## src/rtl/tmr_pkg.sv

```systemverilog
package tmr_pkg;
  localparam int unsigned CNT_W_DEF    = 12;
  localparam int unsigned BYTE_W_DEF   = 8;
  localparam int unsigned FAST_LOG_DEF = 7;
  localparam int unsigned SLOW_LOG_DEF = 10;
endpackage

```

## src/rtl/tmr_count.sv

```systemverilog
module tmr_count #(
  parameter int unsigned CNT_W    = tmr_pkg::CNT_W_DEF,
  parameter int unsigned FAST_LOG = tmr_pkg::FAST_LOG_DEF,
  parameter int unsigned SLOW_LOG = tmr_pkg::SLOW_LOG_DEF
) (
  input  logic             clk,
  input  logic             rst_n,
  input  logic             tick,
  output logic [CNT_W-1:0] cnt,
  output logic             irq_fast,
  output logic             irq_slow
);
  logic [CNT_W-1:0] cnt_nxt;
  logic             fast_nxt;
  logic             slow_nxt;

  // Next-state logic: a pulse is due when this tick carries out of the low bits.
  always_comb begin
    cnt_nxt  = cnt;
    fast_nxt = 1'b0;
    slow_nxt = 1'b0;
    if (tick) begin
      cnt_nxt  = cnt + 1'b1;
      fast_nxt = &cnt[FAST_LOG-1:0];
      slow_nxt = &cnt[SLOW_LOG-1:0];
    end
  end

  always_ff @(posedge clk or negedge rst_n) begin
    if (!rst_n) begin
      cnt      <= '0;
      irq_fast <= 1'b0;
      irq_slow <= 1'b0;
    end else begin
      cnt      <= cnt_nxt;
      irq_fast <= fast_nxt;
      irq_slow <= slow_nxt;
    end
  end

  AST_CNT_HOLD: assert property (@(posedge clk) disable iff (!rst_n) !tick |=> $stable(cnt));
  AST_CNT_WRAP: assert property (@(posedge clk) disable iff (!rst_n) (tick && (&cnt)) |=> (cnt == '0));
  AST_FAST_ALIGN: assert property (@(posedge clk) disable iff (!rst_n) irq_fast |-> (cnt[FAST_LOG-1:0] == '0));
  AST_FAST_SINGLE: assert property (@(posedge clk) disable iff (!rst_n) irq_fast |=> !irq_fast);
  AST_SLOW_ALIGN: assert property (@(posedge clk) disable iff (!rst_n) irq_slow |-> (irq_fast && cnt[SLOW_LOG-1:0] == '0));
endmodule

```

## src/rtl/tmr_snap.sv

```systemverilog
module tmr_snap #(
  parameter int unsigned CNT_W  = tmr_pkg::CNT_W_DEF,
  parameter int unsigned BYTE_W = tmr_pkg::BYTE_W_DEF
) (
  input  logic              clk,
  input  logic              rst_n,
  input  logic              rd_lo,
  input  logic              rd_hi,
  input  logic [CNT_W-1:0]  cnt,
  output logic [BYTE_W-1:0] rdata
);
  localparam int unsigned HI_W  = CNT_W - BYTE_W;
  localparam int unsigned PAD_W = BYTE_W - HI_W;

  logic [HI_W-1:0]   hold;
  logic [HI_W-1:0]   hold_nxt;
  logic [BYTE_W-1:0] rdata_nxt;

  // Low-byte read wins over a simultaneous high-byte read.
  always_comb begin
    hold_nxt  = hold;
    rdata_nxt = rdata;
    if (rd_lo) begin
      hold_nxt  = cnt[CNT_W-1:BYTE_W];
      rdata_nxt = cnt[BYTE_W-1:0];
    end else if (rd_hi) begin
      rdata_nxt = {{PAD_W{1'b0}}, hold};
    end
  end

  always_ff @(posedge clk or negedge rst_n) begin
    if (!rst_n) begin
      hold  <= '0;
      rdata <= '0;
    end else begin
      hold  <= hold_nxt;
      rdata <= rdata_nxt;
    end
  end

  AST_LO_CAPTURE: assert property (@(posedge clk) disable iff (!rst_n) rd_lo |=> (rdata == $past(cnt[BYTE_W-1:0])));
  AST_HOLD_KEEP: assert property (@(posedge clk) disable iff (!rst_n) !rd_lo |=> $stable(hold));
  AST_HI_PAD_ZERO: assert property (@(posedge clk) disable iff (!rst_n) (rd_hi && !rd_lo) |=> (rdata[BYTE_W-1:HI_W] == '0));
  AST_RDATA_KEEP: assert property (@(posedge clk) disable iff (!rst_n) (!rd_lo && !rd_hi) |=> $stable(rdata));
endmodule

```

## src/rtl/tmr12_snapshot.sv

```systemverilog
module tmr12_snapshot #(
  parameter int unsigned CNT_W    = tmr_pkg::CNT_W_DEF,
  parameter int unsigned BYTE_W   = tmr_pkg::BYTE_W_DEF,
  parameter int unsigned FAST_LOG = tmr_pkg::FAST_LOG_DEF,
  parameter int unsigned SLOW_LOG = tmr_pkg::SLOW_LOG_DEF
) (
  input  logic              clk,
  input  logic              rst_n,
  input  logic              tick,
  input  logic              rd_lo,
  input  logic              rd_hi,
  output logic [BYTE_W-1:0] rdata,
  output logic              irq_fast,
  output logic              irq_slow
);
  logic             rst_meta;
  logic             rst_sync_n;
  logic [CNT_W-1:0] cnt;

  // Reset asserts at once, releases after two edges.
  always_ff @(posedge clk or negedge rst_n) begin
    if (!rst_n) begin
      rst_meta   <= 1'b0;
      rst_sync_n <= 1'b0;
    end else begin
      rst_meta   <= 1'b1;
      rst_sync_n <= rst_meta;
    end
  end

  tmr_count #(
    .CNT_W(CNT_W), .FAST_LOG(FAST_LOG), .SLOW_LOG(SLOW_LOG)
  ) u_count (
    .clk(clk), .rst_n(rst_sync_n), .tick(tick),
    .cnt(cnt), .irq_fast(irq_fast), .irq_slow(irq_slow)
  );

  tmr_snap #(
    .CNT_W(CNT_W), .BYTE_W(BYTE_W)
  ) u_snap (
    .clk(clk), .rst_n(rst_sync_n), .rd_lo(rd_lo), .rd_hi(rd_hi),
    .cnt(cnt), .rdata(rdata)
  );

  AST_IRQ_IDLE_RST: assert property (@(posedge clk) !rst_sync_n |-> (!irq_fast && !irq_slow && rdata == '0));
endmodule

```

## config.mk

```make
export PLATFORM = sky130hd
export DESIGN_NAME = tmr12_snapshot
export DESIGN_NICKNAME = d
export VERILOG_FILES = /design/src/rtl/tmr_pkg.sv /design/src/rtl/tmr_count.sv /design/src/rtl/tmr_snap.sv /design/src/rtl/tmr12_snapshot.sv
export SDC_FILE = /design/constraint.sdc
export NUM_CORES = 1
export LEC_CHECK = 0
export BUFFER_PORTS_ARGS = -buffer_cell sky130_fd_sc_hd__buf_2
export CORE_UTILIZATION = 45
export DETAILED_ROUTE_END_ITERATION = 8
export GPL_ROUTABILITY_DRIVEN = 0
export PLACE_DENSITY = 0.68
export SLEW_MARGIN = 10
export SYNTH_ARGS = -nofsm -noshare
export SYNTH_HDL_FRONTEND = slang
export SYNTH_SLANG_ARGS = --single-unit
```

## constraint.sdc

```tcl
create_clock -name clk -period 2.3 [get_ports clk]
set_input_delay 0.115 -clock clk [delete_from_list [all_inputs] [get_ports clk]]
set_output_delay 0.115 -clock clk [all_outputs]
set_load 0.02 [all_outputs]
```

==> results of run 1 <==
==> flip-flops by register name (all words and copies together), names as in the netlist <==
name,cells
u_count.irq_slow,1
u_snap.rdata,8
rst_sync_n,1
rst_meta,1
u_count.irq_fast,1
u_count.cnt,12
u_snap.hold,4
==> worst min-delay path by stage <==
stage / start / end / slack (ns) / cells after the start
after floorplan: rst_n / rst_meta / -0.18 / 0
after global placement: rst_n / rst_sync_n / -0.10 / 1
after detailed placement: rst_n / rst_meta / -0.1 / 1
after CTS: tick / u_count.cnt[0] / 0.04 / 2
after global routing: tick / u_count.cnt[0] / 0.05 / 2
final: tick / u_count.cnt[0] / 0.05 / 2
==> cells by family after synthesis <==
kind of cell | after synthesis
AO/OA/AOI/OAI | 8
XOR/XNOR | 11
adder cells (fa/ha/maj) | 1
buffers and inverters | 5
flip-flops | 28
multiplexers | 9
other | 1
AND/OR/NAND/NOR | 22
==> metrics by stage <==
step	total power (uW)	instance area [um2]	worst slack [ns]	hold slack (ns)	cells
after floorplan	892	1140	1.19	-0.181	85
after global placement	971	1240	1.13	-0.100	125
after CTS	1220	1280	1.04	0.0403	130
after detailed placement	990	1240	1.07	-0.0982	125
after global routing	1280	1280	0.916	0.0525	130
final	1210	1280	1.04	0.0508	130
==> where the power goes <==
group	leakage, uW	internal, uW	switching (uW)
Combinational	0.000258	119	147
Sequential	0.000348	590	125
Clock	0.0000210	96.7	134
Total	0.000627	806	405
==> worst max-delay path: stages (launching register included) <==
cell	delay [ns]
dfrtp_1	0.45
ha_1	0.22
nand3_1	0.18
nor3_2	0.21
xnor2_1	0.14
==> cells in the final DEF, fill, tap and decap left out, types with 2 or more instances in the layout <==
| cell | n |
|---|---|
| xor2_1 | 6 |
| clkbuf_4 | 3 |
| o21ai_0 | 4 |
| nor3_2 | 3 |
| xnor2_1 | 5 |
| nand3_1 | 4 |
| nor2_1 | 5 |
| inv_1 | 2 |
| nand2_1 | 6 |
| a22o_1 | 4 |
| mux2_2 | 5 |
| dfrtp_1 | 28 |
| mux2i_1 | 4 |
| buf_2 | 14 |
==> final cells by class <==
cell class | instances | area, um2
inverters | 2 | 7.51
multi-input cells | 52 | 417
repair buffers | 16 | 87.6
well taps | 28 | 35.0
fillers | 207 | 1010
flip-flops and latches | 28 | 701
clock buffers | 4 | 36.3
==> routing by layer <==
metal / wire length, um / up-vias / global-route usage / share of wire
met1: 868 / 343 / 0.214 / 0.46
met3: 50 / 2 / 0.0261 / 0.026
met2: 953 / 14 / 0.276 / 0.50
met4: 17 / 0 / 0.0789 / 0.0090
met5: 0 / - / 0 / 0
li1: - / 325 / - / -
==> repair_timing <==
item                      4_1_cts  5_1_grt
hold buffers                    1        0
hold endpoints to repair        2        0
gates resized for setup         0        0
setup buffers                   0        0
==> results by group, run 1 <==
Clocking
  – CTS Buffer Depth: 2
  – Clk root buf: clkbuf_4
  – Max H-tree Level: 1
  – CTS sink cnt: 28
  – Clock transition at path regs: about 0.14 ns
  – CTS tree: yes
  – TritonCTS Buffers: 3
  – Clock latency at the later pin of the worst-skew pair: 0.32 ns

STA
  – Fmax: between 700 and 800 MHz
  – Setup tns final: 0 ns
  – Clock Skew: 0.00465 ns
  – Final hold violations: 0
  – Tcrit/Tclk final: 0.548
  – Final Max Slew Viols: 0
  – Setup violators final: 0
  – Final Critical Period: 1.26 ns
  – Unrepaired setup endpoints after global routing: no

Setup path
  – Worst reg2reg path depth: 4
  – Worst setup endpoint: u_count.cnt[10]
  – R2r startpoint: u_count.cnt[0]
  – Path type of the worst setup path: flop to flop
  – Startpoint types: flop
  – Crit-path max FO: 4
  – FF-to-FF End: u_count.cnt[10]
  – CP Capture Type: flop
  – Worst path required time: ~2.6 ns
  – Worst R2R Setup Slack: 1.04 ns
  – Worst Setup SP: u_count.cnt[0]
  – Worst path arrival time: roughly 1.5 ns

Route
  – Avg WL per Cell: 14.5 um
  – ANT nets after route: 0
  – Vias per cell: 5.26
  – Drt pass-1 iters: 4
  – DRC: 0
  – Iter 0 DRT Violations: 4
  – Via count: 684
  – Total Wirelength: 1890 um

Place
  – Port buffer count: 14
  – DP HPWL: 1350 um

Logic synthesis
  – Xor/xnor share of the synthesized area: 0.0847
  – Synthesized netlist cell count: between 80 and 90
  – Sequential share of the synthesized area: 0.616
  – Mapped Area: 1140 um2
  – Synth Area in Compound Gates: 0.0484
  – Synth top area share: 0.616
  – Area leader, netlist: dfrtp_1
  – Post-Syn Nets: between 90 and 100
  – Yosys warns: 0
  – Top-count cell post-synth: dfrtp_1
  – Distinct cells, synth: 20
  – Main area contributors after synthesis: dfrtp_1 (62%), mux2_2 (5.0%), xor2_1 (4.6%)
  – Post-Synth Simple-Gate Area: 0.134
  – Most used DFF post-synth: dfrtp_1
  – Mux share of post-synthesis cell area: 0.0847
  – Seq cells post-synth: 28
  – Main combinational cell family by area after synthesis: simple AND/OR/NAND/NOR gates
  – Ys async rst share: 1.00
  – EDFF count, synth: 0
  – Adder-Cell Fraction of Synth Area: 0.0110
  – Commonest cells post-synth: dfrtp_1 (28), nand2_1 (6), xor2_1 (6)
  – Synthesized area per cell: around 13 um2

Final layout
  – Layout cells sized above 1: 0.294
  – Number of diodes: 0
  – Fin util: 0.559
  – Final nets: 109
  – Syn-to-layout area delta: 12.9%

Job
  – # Max-Cap Violations: 0

Die
  – Core region area: 2300 um2
  – Die span in y: 52.3 um
  – Num rows: 17
  – Full die area: roughly 2700 um2
  – I/O pins: 15
  – Initial Util: 0.495
  – Horiz. Die Dim: 52.3 um

Power
  – Power Density: around 940 nW/um2
  – Pleak: 0.000627 uW
  – VDD IR max: about 0.66 mV

Min path
  – HP Class: input port to flop

Global routing
  – GRT overflow: 0
  – Number of antenna violations at the first check in global routing: 0
  – GRT Total Usage: 0.167
  – Vias in the first global route: between 600 and 700
  – First-pass GRT wire length: 3200 um
  – Pin count of the biggest net entering global routing: 27

Run status
  – Status: complete, no violations
Note: power is estimated with default switching activity, not from simulation.
==> run 2: changes to the inputs <==
==> constraint.sdc (replaced) <==
create_clock -name clk -period 1.19 [get_ports clk]
set_input_delay 0.0595 -clock clk [delete_from_list [all_inputs] [get_ports clk]]
set_output_delay 0.0595 -clock clk [all_outputs]
set_load 0.02 [all_outputs]
==> run 2 against run 1 <==
  * Sequential cell count stayed put
  * Cell area is 11% higher
  * First-iteration DRC count is 25% higher
  * Cell count is 8.5% higher
  * Setup slack worse by 1.0 ns
  * Largest cell class unchanged
  * Critical path type unchanged
  * Total power is 130% higher
  * Via count is 4.7% higher
  * Count of clock-buffer cells in the layout is 1 lower
  * Highest routed layer unchanged
  * Utilization is 6.0 points higher
  * Clock skew is 0.0031 ns higher
  * Global-route usage is 0.86 points higher
  * Non-clock buffer count is 11 higher
==> results by group, run 2 (synthesis gave the netlist of run 1 again) <==
Die
  – Core region area: 2300 um2 (unchanged)
  – I/O pins: 15 (unchanged)
  – Full die area: 2730 um2 (unchanged)
  – Initial Util: 0.495 (unchanged)
  – Horiz. Die Dim: 52.3 um (unchanged)
  – Num rows: 17 (unchanged)
  – Die span in y: 52.3 um (unchanged)

Final layout
  – Largest registers: u_count.cnt: 12 flops, u_snap.rdata: 8 flops, u_snap.hold: 4 flops (unchanged)
  – Multi-input gate area in the final layout: 452 um2 (was 417 um2)
  – Most frequent cells in the layout: dfrtp_1 (26), buf_2 (14), buf_4 (11) (was dfrtp_1 (28), buf_2 (14), nand2_1 (6), xor2_1 (6))
  – Most common cell after layout, fill and taps aside: dfrtp_1 (unchanged)
  – Number of diodes: 0 (unchanged)
  – Final nets: 120 (was 109)
  – Layout cells sized above 1: 0.398 (was 0.294)
  – Syn-to-layout area delta: 25.1% (was 12.9%)
  – Filler cells: 182 (was 207)
  – Register Area: 703 um2 (was 701 um2)
  – Largest register by flop count: u_count.cnt (unchanged)
  – Largest register FFs: 12 (unchanged)
  – Fin util: 0.619 (was 0.559)
  – Non-Filler Instances: 141 (was 130)

Place
  – Dpl cells: 130 (was 125)
  – Port buffer count: 14 (unchanged)
  – DP HPWL: 1330 um (was 1350 um)

Setup path
  – CP Capture Type: flop (unchanged)
  – Path type of the worst setup path: flop to flop (unchanged)
  – Worst-path cell chain: ha_2 > nand3_4 > nor3_4 > xnor2_1 (was ha_1 > nand3_1 > nor3_2 > xnor2_1)
  – Critical Path Max Stage Delay: 0.44 ns (was 0.45 ns)
  – Worst path required time: 1.46 ns (was 2.55 ns)
  – Slowest library cell on the worst path: dfrtp_1 (unchanged)
  – Worst path arrival time: 1.45 ns (was 1.51 ns)
  – Crit-path max FO: 4 (unchanged)
  – Startpoint types: flop (unchanged)

Clocking
  – Clock latency at the later pin of the worst-skew pair: 0.33 ns (was 0.32 ns)
  – Clk root buf: clkbuf_4 (unchanged)
  – CTS tree: yes (unchanged)
  – Clock transition at path regs: 0.15 ns (was 0.14 ns)
  – Max H-tree Level: 1 (unchanged)
  – CTS Buffer Depth: 2 (unchanged)
  – TritonCTS Buffers: 3 (unchanged)
  – CTS sink cnt: 28 (unchanged)

STA
  – Fmax: 845 MHz (was 793 MHz)
  – Unrepaired setup endpoints after global routing: yes (was no)
  – Tcrit/Tclk final: 0.995 (was 0.548)
  – Final hold violations: 0 (unchanged)
  – Clock Skew: 0.00777 ns (was 0.00465 ns)
  – Final Critical Period: 1.18 ns (was 1.26 ns)
  – Setup violators final: 0 (unchanged)
  – Final Max Slew Viols: 0 (unchanged)

Global routing
  – GRT overflow: 0 (unchanged)
  – GRT Total Usage: 0.175 (was 0.167)
  – Number of antenna violations at the first check in global routing: 0 (unchanged)
  – Vias in the first global route: 732 (was 681)
  – First-pass GRT wire length: 3320 um (was 3200 um)
  – Pin count of the biggest net entering global routing: 27 (unchanged)

Route
  – Total Wirelength: 1960 um (was 1890 um)
  – Avg WL per Cell: 13.9 um (was 14.5 um)
  – Drt pass-1 iters: 4 (unchanged)
  – Vias per cell: 5.08 (was 5.26)
  – DRC: 0 (unchanged)
  – Via count: 716 (was 684)
  – ANT nets after route: 0 (unchanged)
  – Iter 0 DRT Violations: 5 (was 4)

Power
  – VDD IR max: 1.32 mV (was 0.663 mV)
  – Pleak: 0.000698 uW (was 0.000627 uW)
  – Power Density: 1940 nW/um2 (was 944 nW/um2)

Run status
  – Status: complete, no violations (unchanged)

Min path
  – HP Class: input port to async pin (was input port to flop)

Job
  – # Max-Cap Violations: 0 (unchanged)
run 2: cell type report:
type / instances / share of cell area
Clock inverter: 1 / 0.0211
Inverter: 2 / 0.00528
Clock buffer: 3 / 0.0158
Timing Repair Buffer: 27 / 0.121
Tap cell: 28 / 0.0246
Sequential cell: 28 / 0.494
Multi-Input combinational cell: 52 / 0.318
run 2: path summary, 6_finish.rpt:
kind | startpoint | to | slack [ns] | cells past startpoint
max | u_count.cnt[0] | u_count.cnt[10] | 0.007 | 4
max in group asynchronous | rst_sync_n | u_count.cnt[5] | 0.70 | 1
min | rst_n | rst_sync_n | 0.02 | 2
min reg2reg | rst_sync_n | u_count.irq_slow | 0.23 | 1
max reg2reg | u_count.cnt[0] | u_count.cnt[10] | 0.007 | 4
min in group clk | rd_lo | u_snap.rdata[2] | 0.12 | 3
run 2: where the power goes:
part	switching, uW	internal [uW]	leakage [uW]
clock network	278	341	0.0000279
logic	408	392	0.000324
registers	190	1150	0.000345
run 2: metal layers:
metal | up-vias | routed length [um] | part of all wire | global-route usage
li1 | 344 | - | - | -
met1 | 354 | 960 | 0.49 | 0.234
met2 | 14 | 880 | 0.45 | 0.261
met3 | 4 | 61 | 0.031 | 0.0290
met4 | 0 | 55 | 0.028 | 0.118
met5 | - | 0 | 0 | 0
run 2: per-stage QoR:
stage / instance area (um2) / setup TNS, ns / setup WS, ns / power (uW) / hold WS [ns]
floorplan: 1140 / 0 / 0.0768 / 1720 / -0.236
global placement: 1270 / 0 / 0.0371 / 1990 / -0.156
detailed placement: 1270 / -0.0257 / -0.0241 / 2010 / -0.154
CTS: 1380 / 0 / 0.0133 / 2720 / 0.0211
global route: 1420 / -0.108 / -0.0472 / 2920 / 0.0268
finish: 1420 / 0 / 0.00651 / 2750 / 0.0228
run 2: repair_timing:
item                                    4_1_cts  5_1_grt
buffers inserted                              4        1
pin swaps                                     1        0
resized for setup                             1        7
endpoints found under the setup margin        3        5
endpoints found under the hold margin         3        0
hold buffers                                  2        0
gates cloned                                  0        0
run 2: worst max-delay path: cells and delay by family, from the launching register on:
family,cells,cell delay [ns]
adders and majority gates,1,0.23
DFF,1,0.44
and+or+nand+nor,2,0.31
xor gates and xnor gates,1,0.14
